$ cat config.mk
export PLATFORM = sky130hd
export DESIGN_NAME = dly_prog_if
export DESIGN_NICKNAME = d
export VERILOG_FILES = /design/src/rtl/dpi_pkg.sv /design/src/rtl/dpi_sync.sv /design/src/rtl/dpi_edge.sv /design/src/rtl/dpi_inreg.sv /design/src/rtl/dpi_addr_latch.sv /design/src/rtl/dly_prog_if.sv
export SDC_FILE = /design/constraint.sdc
export NUM_CORES = 1
export LEC_CHECK = 0
export BUFFER_PORTS_ARGS = -buffer_cell sky130_fd_sc_hd__clkbuf_2
export CORE_MARGIN = 1.5
export CORE_UTILIZATION = 35
export CTS_CLUSTER_SIZE = 16
export DETAILED_ROUTE_END_ITERATION = 10
export PLACE_DENSITY_LB_ADDON = 0.15
export SYNTH_ARGS = -nofsm -noshare
export SYNTH_HDL_FRONTEND = slang
export SYNTH_SLANG_ARGS = --single-unit
$ cat constraint.sdc
create_clock -name clk -period 1.7 [get_ports clk]
set_input_delay 0.34 -clock clk [delete_from_list [all_inputs] [get_ports clk]]
set_output_delay 0.34 -clock clk [all_outputs]
set_load 0.005 [all_outputs]
$ cat src/rtl/dpi_pkg.sv
package dpi_pkg;
  typedef enum logic {
    MODE_SERIAL   = 1'b0,
    MODE_PARALLEL = 1'b1
  } mode_e;

  localparam int CTL_W = 4;  // mode, enable, shift clock, serial data

  typedef struct packed {
    logic en_fall;
    logic sclk_rise;
  } edges_t;
endpackage

$ cat src/rtl/dpi_sync.sv
module dpi_sync #(
  parameter int W      = 1,
  parameter int STAGES = 2
) (
  input  logic         clk,
  input  logic         rst,
  input  logic [W-1:0] d,
  output logic [W-1:0] q
);
  logic [W-1:0] stg [STAGES];

  genvar g;
  for (g = 0; g < STAGES; g++) begin : g_stage
    if (g == 0) begin : g_first
      always_ff @(posedge clk) begin
        if (rst) stg[g] <= '0;
        else     stg[g] <= d;
      end
    end else begin : g_next
      always_ff @(posedge clk) begin
        if (rst) stg[g] <= '0;
        else     stg[g] <= stg[g-1];
      end
    end
  end

  assign q = stg[STAGES-1];
endmodule

$ cat src/rtl/dpi_edge.sv
module dpi_edge
  import dpi_pkg::*;
(
  input  logic   clk,
  input  logic   rst,
  input  logic   en_s,
  input  logic   sclk_s,
  output edges_t edg
);
  logic en_q, sclk_q;

  always_ff @(posedge clk) begin
    if (rst) begin
      en_q   <= 1'b0;
      sclk_q <= 1'b0;
    end else begin
      en_q   <= en_s;
      sclk_q <= sclk_s;
    end
  end

  assign edg.en_fall   = en_q & ~en_s;
  assign edg.sclk_rise = sclk_s & ~sclk_q;
endmodule

$ cat src/rtl/dpi_inreg.sv
module dpi_inreg
  import dpi_pkg::*;
#(
  parameter int W = 8
) (
  input  logic         clk,
  input  logic         rst,
  input  logic         mode_s,
  input  logic         en_s,
  input  logic         sclk_rise,
  input  logic         sdi_s,
  input  logic [W-1:0] par_s,
  output logic [W-1:0] ireg,
  output logic         sdo,
  output logic         sdo_oe
);
  always_ff @(posedge clk) begin
    if (rst) begin
      ireg   <= '0;
      sdo_oe <= 1'b0;
    end else begin
      sdo_oe <= (mode_s == MODE_SERIAL) && en_s;
      if ((mode_s == MODE_PARALLEL) && en_s)
        ireg <= par_s;
      else if ((mode_s == MODE_SERIAL) && en_s && sclk_rise)
        ireg <= {ireg[W-2:0], sdi_s};
    end
  end

  assign sdo = ireg[W-1];
endmodule

$ cat src/rtl/dpi_addr_latch.sv
module dpi_addr_latch
  import dpi_pkg::*;
#(
  parameter int W = 8
) (
  input  logic         clk,
  input  logic         rst,
  input  logic         mode_s,
  input  logic         en_s,
  input  logic         en_fall,
  input  logic [W-1:0] par_s,
  input  logic [W-1:0] ireg,
  output logic [W-1:0] addr,
  output logic         upd
);
  logic [W-1:0] nxt;

  always_comb begin
    nxt = addr;
    if ((mode_s == MODE_PARALLEL) && en_s) nxt = par_s;
    else if (en_fall)                      nxt = ireg;
  end

  always_ff @(posedge clk) begin
    if (rst) begin
      addr <= '0;
      upd  <= 1'b0;
    end else begin
      upd  <= (nxt != addr);
      addr <= nxt;
    end
  end
endmodule

$ cat src/rtl/dly_prog_if.sv
module dly_prog_if
  import dpi_pkg::*;
#(
  parameter int ADDR_W      = 8,
  parameter int SYNC_STAGES = 2
) (
  input  logic              clk,
  input  logic              rst,
  input  logic              mode_i,
  input  logic              en_i,
  input  logic              sclk_i,
  input  logic              sdi_i,
  input  logic [ADDR_W-1:0] par_i,
  output logic              sdo_o,
  output logic              sdo_oe_o,
  output logic [ADDR_W-1:0] addr_o,
  output logic              addr_upd_o
);
  localparam int SW = CTL_W + ADDR_W;

  logic [SW-1:0]     pins_s;
  logic              mode_s, en_s, sclk_s, sdi_s;
  logic [ADDR_W-1:0] par_s;
  logic [ADDR_W-1:0] ireg;
  edges_t            edg;
  logic              en_fall, sclk_rise;

  dpi_sync #(.W(SW), .STAGES(SYNC_STAGES)) u_sync (
    .clk (clk),
    .rst (rst),
    .d   ({mode_i, en_i, sclk_i, sdi_i, par_i}),
    .q   (pins_s)
  );

  assign {mode_s, en_s, sclk_s, sdi_s, par_s} = pins_s;

  dpi_edge u_edge (
    .clk    (clk),
    .rst    (rst),
    .en_s   (en_s),
    .sclk_s (sclk_s),
    .edg    (edg)
  );

  assign en_fall   = edg.en_fall;
  assign sclk_rise = edg.sclk_rise;

  dpi_inreg #(.W(ADDR_W)) u_inreg (
    .clk       (clk),
    .rst       (rst),
    .mode_s    (mode_s),
    .en_s      (en_s),
    .sclk_rise (sclk_rise),
    .sdi_s     (sdi_s),
    .par_s     (par_s),
    .ireg      (ireg),
    .sdo       (sdo_o),
    .sdo_oe    (sdo_oe_o)
  );

  dpi_addr_latch #(.W(ADDR_W)) u_addr (
    .clk     (clk),
    .rst     (rst),
    .mode_s  (mode_s),
    .en_s    (en_s),
    .en_fall (en_fall),
    .par_s   (par_s),
    .ireg    (ireg),
    .addr    (addr_o),
    .upd     (addr_upd_o)
  );
endmodule

=== Word-level counts from Yosys, hierarchy flattened ===
Memories as Yosys holds them, arrays and structs flattened.
Index checks and enable logic that the tools add are counted.

* Eq/ne operators: 1
* Bitwise logic cells: 7
* Muxes and demuxes: 9
* Reduce and logical (&&, ||, !) cells: 4

{| class="wikitable"
|+ Operators with widths
! operator !! count
|-
| $mux 8 || 4
|-
| $mux 12 || 2
|-
| $ne 8x8->1 || 1
|-
| $logic_and 1x1->1 || 3
|-
| $mux 1 || 3
|-
| $not 1->1 || 3
|-
| $and 1x1->1 || 2
|-
| $or 1x1->1 || 2
|-
| $reduce_bool 2->1 || 1
|}

* Word-level logic and storage cells: 28
* Bits of input ports: 14
* Output and inout bits: 11
* Memories kept: 1
* Bits in registers: 20
* RAM bits: 24

{| class="wikitable"
|+ Memory list
! name !! words !! width !! read ports !! clocked after Yosys merged registers in !! wr ports !! line !! RTL
|-
| u_sync.stg || 2 || 12 || 2 || 0 || 2 || dpi_sync.sv:10 || <nowiki>logic [W-1:0] stg [STAGES];</nowiki>
|}

=== Longest topological paths before layout ===
* Depth in word-level cells: 5
* Gate-level depth with buffers: 6
* Depth with buffers taken out: 4

=== By module ===
A second synthesis with hierarchy kept.

* Cells, all modules: 172
* Area, all modules: 1804.2 um^2

{| class="wikitable"
|+ Modules (own cells, without submodules)
! module !! sequential area each (um^2) !! instances !! area each (um^2) !! cells an instance
|-
| dpi_sync || 480.5 || 1 || 693.2 || 50
|-
| dpi_addr_latch || 180.2 || 1 || 621.8 || 68
|-
| dpi_inreg || 180.2 || 1 || 419.2 || 48
|-
| dpi_edge || 40.0 || 1 || 70.1 || 6
|}

=== Worst setup path after synthesis ===
Ideal clock, no wire load.

* Path type: flip-flop to flip-flop
* From: memory u_sync.stg[1][10] (netlist bit)
* To: register u_addr.upd
* Cell stages (with the launch flop): 7
* Library setup time: 141 ps
* Path buffers: 2
* Clock period less this slack: 1559 ps
* Setup slack: 141 ps
* Arrival time: 1418 ps
* Path through: dfxtp_1 > buf_6 > and2_4 > buf_6 > a221o_1 > a222oi_1 > a41oi_1

{| class="wikitable"
|+ RTL lines
! element !! line !! RTL
|-
| start: declaration || dpi_sync.sv:10 ||
|-
| end signal: assignment || dpi_addr_latch.sv:29 || <nowiki>upd <= (nxt != addr);</nowiki>
|-
| end: declaration || dpi_addr_latch.sv:14 || <nowiki>output logic upd</nowiki>
|}

==> results.py <==
metrics = {
    "min_path": {
        "hp-class": "in2reg",
    },
    "run": {
        "maxCapViolCount": 0,
    },
    "drt": {
        "wl_um": 3260,
        "wire_per_inst_um": 13.2,
        "first_iter_violations": 164,
        "viasPerCell": 5.21,
        "drtAntennaViolNets": 0,
        "num_vias": 1282,
        "drc": 0,
        "drtPass1Iterations": 4,
    },
    "run_status": {
        "outcome": "finished clean",
    },
    "global_routing": {
        "grt_overflow_total": 0,
        "grt_max_degree": 22,
        "grt_pass1_vias": 1217,
        "track_usage_pct": 14.5,
        "antenna_found_initial": 0,
        "grt_first_pass_wirelength_um": 5730,
    },
    "sta": {
        "slew_violations": 0,
        "finalCritPeriodShare_pct": 94.2,
        "tightest_slew_ns": 0.590,
        "slew_headroom_pct": 60.6,
        "min_period_ns": 1.60,
        "hold_viol_final": 0,
        "setup_violations": 0,
        "final.setup.tns_ns": 0,
        "max_freq_mhz": 624,
        "skew_ns": 0.0105,
        "rsz0062_at_grt": "false",
    },
    "worst_setup_path": {
        "start_kind": "flip-flop",
        "required_ns": 1.86,
        "path_cells": "and2_4, a221o_1, a222oi_1, a41oi_1",
        "cp_top_family": "compound AO/OA/AOI/OAI gates",
        "critPathArrivalTime_ns": 1.76,
        "cp_num_buf_inv": 0,
        "worstSetupPathType": "reg2reg",
        "worstPathMaxFanout": 10,
        "cpMaxStageDelayCell": "a222oi_1",
        "end_kind": "flip-flop",
        "critPathMaxStageDelay_ns": 0.38,
    },
    "logic_synthesis": {
        "synth_common_cells": "dfxtp_1 (44), nor2b_1 (30), nand2_1 (17)",
        "syn_area_um2": 1630,
        "synth.most_common_cell": "dfxtp_1",
        "avgSynthCellArea_um2": 9.84,
        "yosysSeqAreaShare_pct": 53.9,
        "yosysTopAreaCell": "dfxtp_1",
        "synth_cells": 166,
        "ys.flop_type": "dfxtp_1",
        "netlist_top_cells_area": "dfxtp_1 (54%), nor2b_1 (11%), a22oi_1 (4.6%)",
        "synth.distinct_cells": 30,
        "syn-num-nets": 180,
        "yosysWarnings": 0,
        "synthArstFlopShare_pct": 0,
        "synth_edf_count": 0,
        "synth_top_area_share_pct": 53.9,
        "synth-seq-cells": 44,
    },
    "cts": {
        "cts.repair.resized": 0,
        "cts_sinks": 44,
        "cts_buffer_depth": 2,
        "clk_pin_slew_ns": 0.08,
        "clk_latency_ns": 0.29,
        "htreeDepth": 2,
        "cts_buffers": 5,
        "cts_setup_buffers": 0,
        "cts_tree": "done",
        "cts-root-buf": "clkbuf_8",
        "cts_hold_buf": 0,
    },
    "pwr": {
        "peakVddDrop_mv": 0.521,
        "p_leak_nw": 0.737,
        "power_density_nw_per_um2": 1040,
    },
    "die": {
        "coreArea_um2": 4410,
        "dieHeight_um": 71.3,
        "rows": 24,
        "start_util_pct": 37.0,
        "die-area_um2": 5080,
        "io_pins": 25,
        "dieWidth_um": 71.3,
    },
    "finish": {
        "fin_nets": 207,
        "synthToLayoutAreaGrowth_pct": 19.2,
        "drive_above_1_share_pct": 20.6,
        "fillers": 419,
        "stdcell_count": 246,
        "antenna_cells": 0,
    },
    "placement": {
        "io_buffers": 24,
        "dp_hpwl_um": 2370,
        "globalplace.congestion": 0.830,
        "placed_cells_incl_taps": 238,
    },
}
[sequential cells by signal (all words and copies together) (netlist names)]
register,flops
u_edge.en_q,1
u_edge.sclk_q,1
u_addr.upd,1
u_addr.addr,8
u_sync.stg,24
u_inreg.sdo_oe,1
u_inreg.ireg,8
[worst reg2reg max path, delay by kind of cell (launching register included)]
kind,cells,cell delay [ns]
flip-flops,1,0.37
AND/OR/NAND/NOR,1,0.22
AO/OA/AOI/OAI,3,0.88
[path summary, 6_finish.rpt]
path / start / to / slack, ns / cells after the start
hold / removal: par_i[3] / u_sync.stg[0][3] / 0.25 / 2
setup reg to reg: u_sync.stg[1][11] / u_addr.upd / 0.1 / 4
setup / recovery: u_sync.stg[1][11] / u_addr.upd / 0.1 / 4
hold reg to reg: u_sync.stg[0][9] / u_sync.stg[1][9] / 0.43 / 1
[per-stage QoR]
step                cell area, um^2  setup WS (ns)  utilization (%)  total power [mW]  hold WS [ns]
finish                         1950         0.0979             44.1              2.03         0.255
global placement               1820          0.161             41.2              1.20         0.420
global route                   1950         0.0447             44.1              2.12         0.255
detailed placement             1820         0.0837             41.2              1.20         0.420
CTS                            1940         0.0689             44.0              2.05         0.247
floorplan                      1630          0.141                -              1.16         0.412
[where the power goes]
group	switching, mW	total (mW)	internal [mW]
combinational	0.0413	0.0892	0.0480
sequential	0.0210	1.08	1.06
clock	0.334	0.852	0.518
[layout by cell type (no fill, tap or decap), drive strengths merged]
cell | Yosys | final
a2bb2oi | 1 | 1
a41oi | 2 | 2
o221ai | 3 | 3
nor2 | 8 | 8
inv | 2 | 2
nor3 | 2 | 2
a21oi | 11 | 11
a31oi | 2 | 2
bufinv | 0 | 1
buf | 3 | 5
nor4bb | 1 | 1
a221o | 3 | 3
clkbuf | 6 | 31
a221oi | 1 | 1
a22oi | 10 | 10
a222oi | 1 | 1
nor4 | 1 | 1
nand2 | 17 | 17
dfxtp | 44 | 44
nand2b | 8 | 8
o2111ai | 1 | 1
a211oi | 1 | 1
o22ai | 2 | 2
mux2i | 1 | 1
mux4 | 1 | 1
nor2b | 30 | 30
a32o | 1 | 1
and2 | 3 | 3
[cell families after synthesis]
kind of cell,Yosys count,share of synthesized area (%)
AOI/OAI and AO/OA,39,17.3
buffers and inverters,11,3.52
DFF,44,53.9
muxes,2,1.99
and+or+nand+nor,70,23.2
[layout make-up]
type	count	area, um^2	share of cell area [%]
well taps	52	65.1	3.34
multi-input cells	111	694	35.7
inverters	2	7.51	0.386
repair buffers	29	170	8.75
flip-flops and latches	44	882	45.3
clock inverters	1	30.0	1.54
clock buffers	7	96.3	4.95
[metal layers]
metal  track usage, %  up-vias  part of all wire [%]
met5                0        -                     0
met3             3.80        7                   5.8
met4             5.66        0                   1.4
met2             21.9       43                    47
li1                 -      638                     -
met1             19.7      594                    46
No activity file was read; power rests on OpenSTA's default activity.
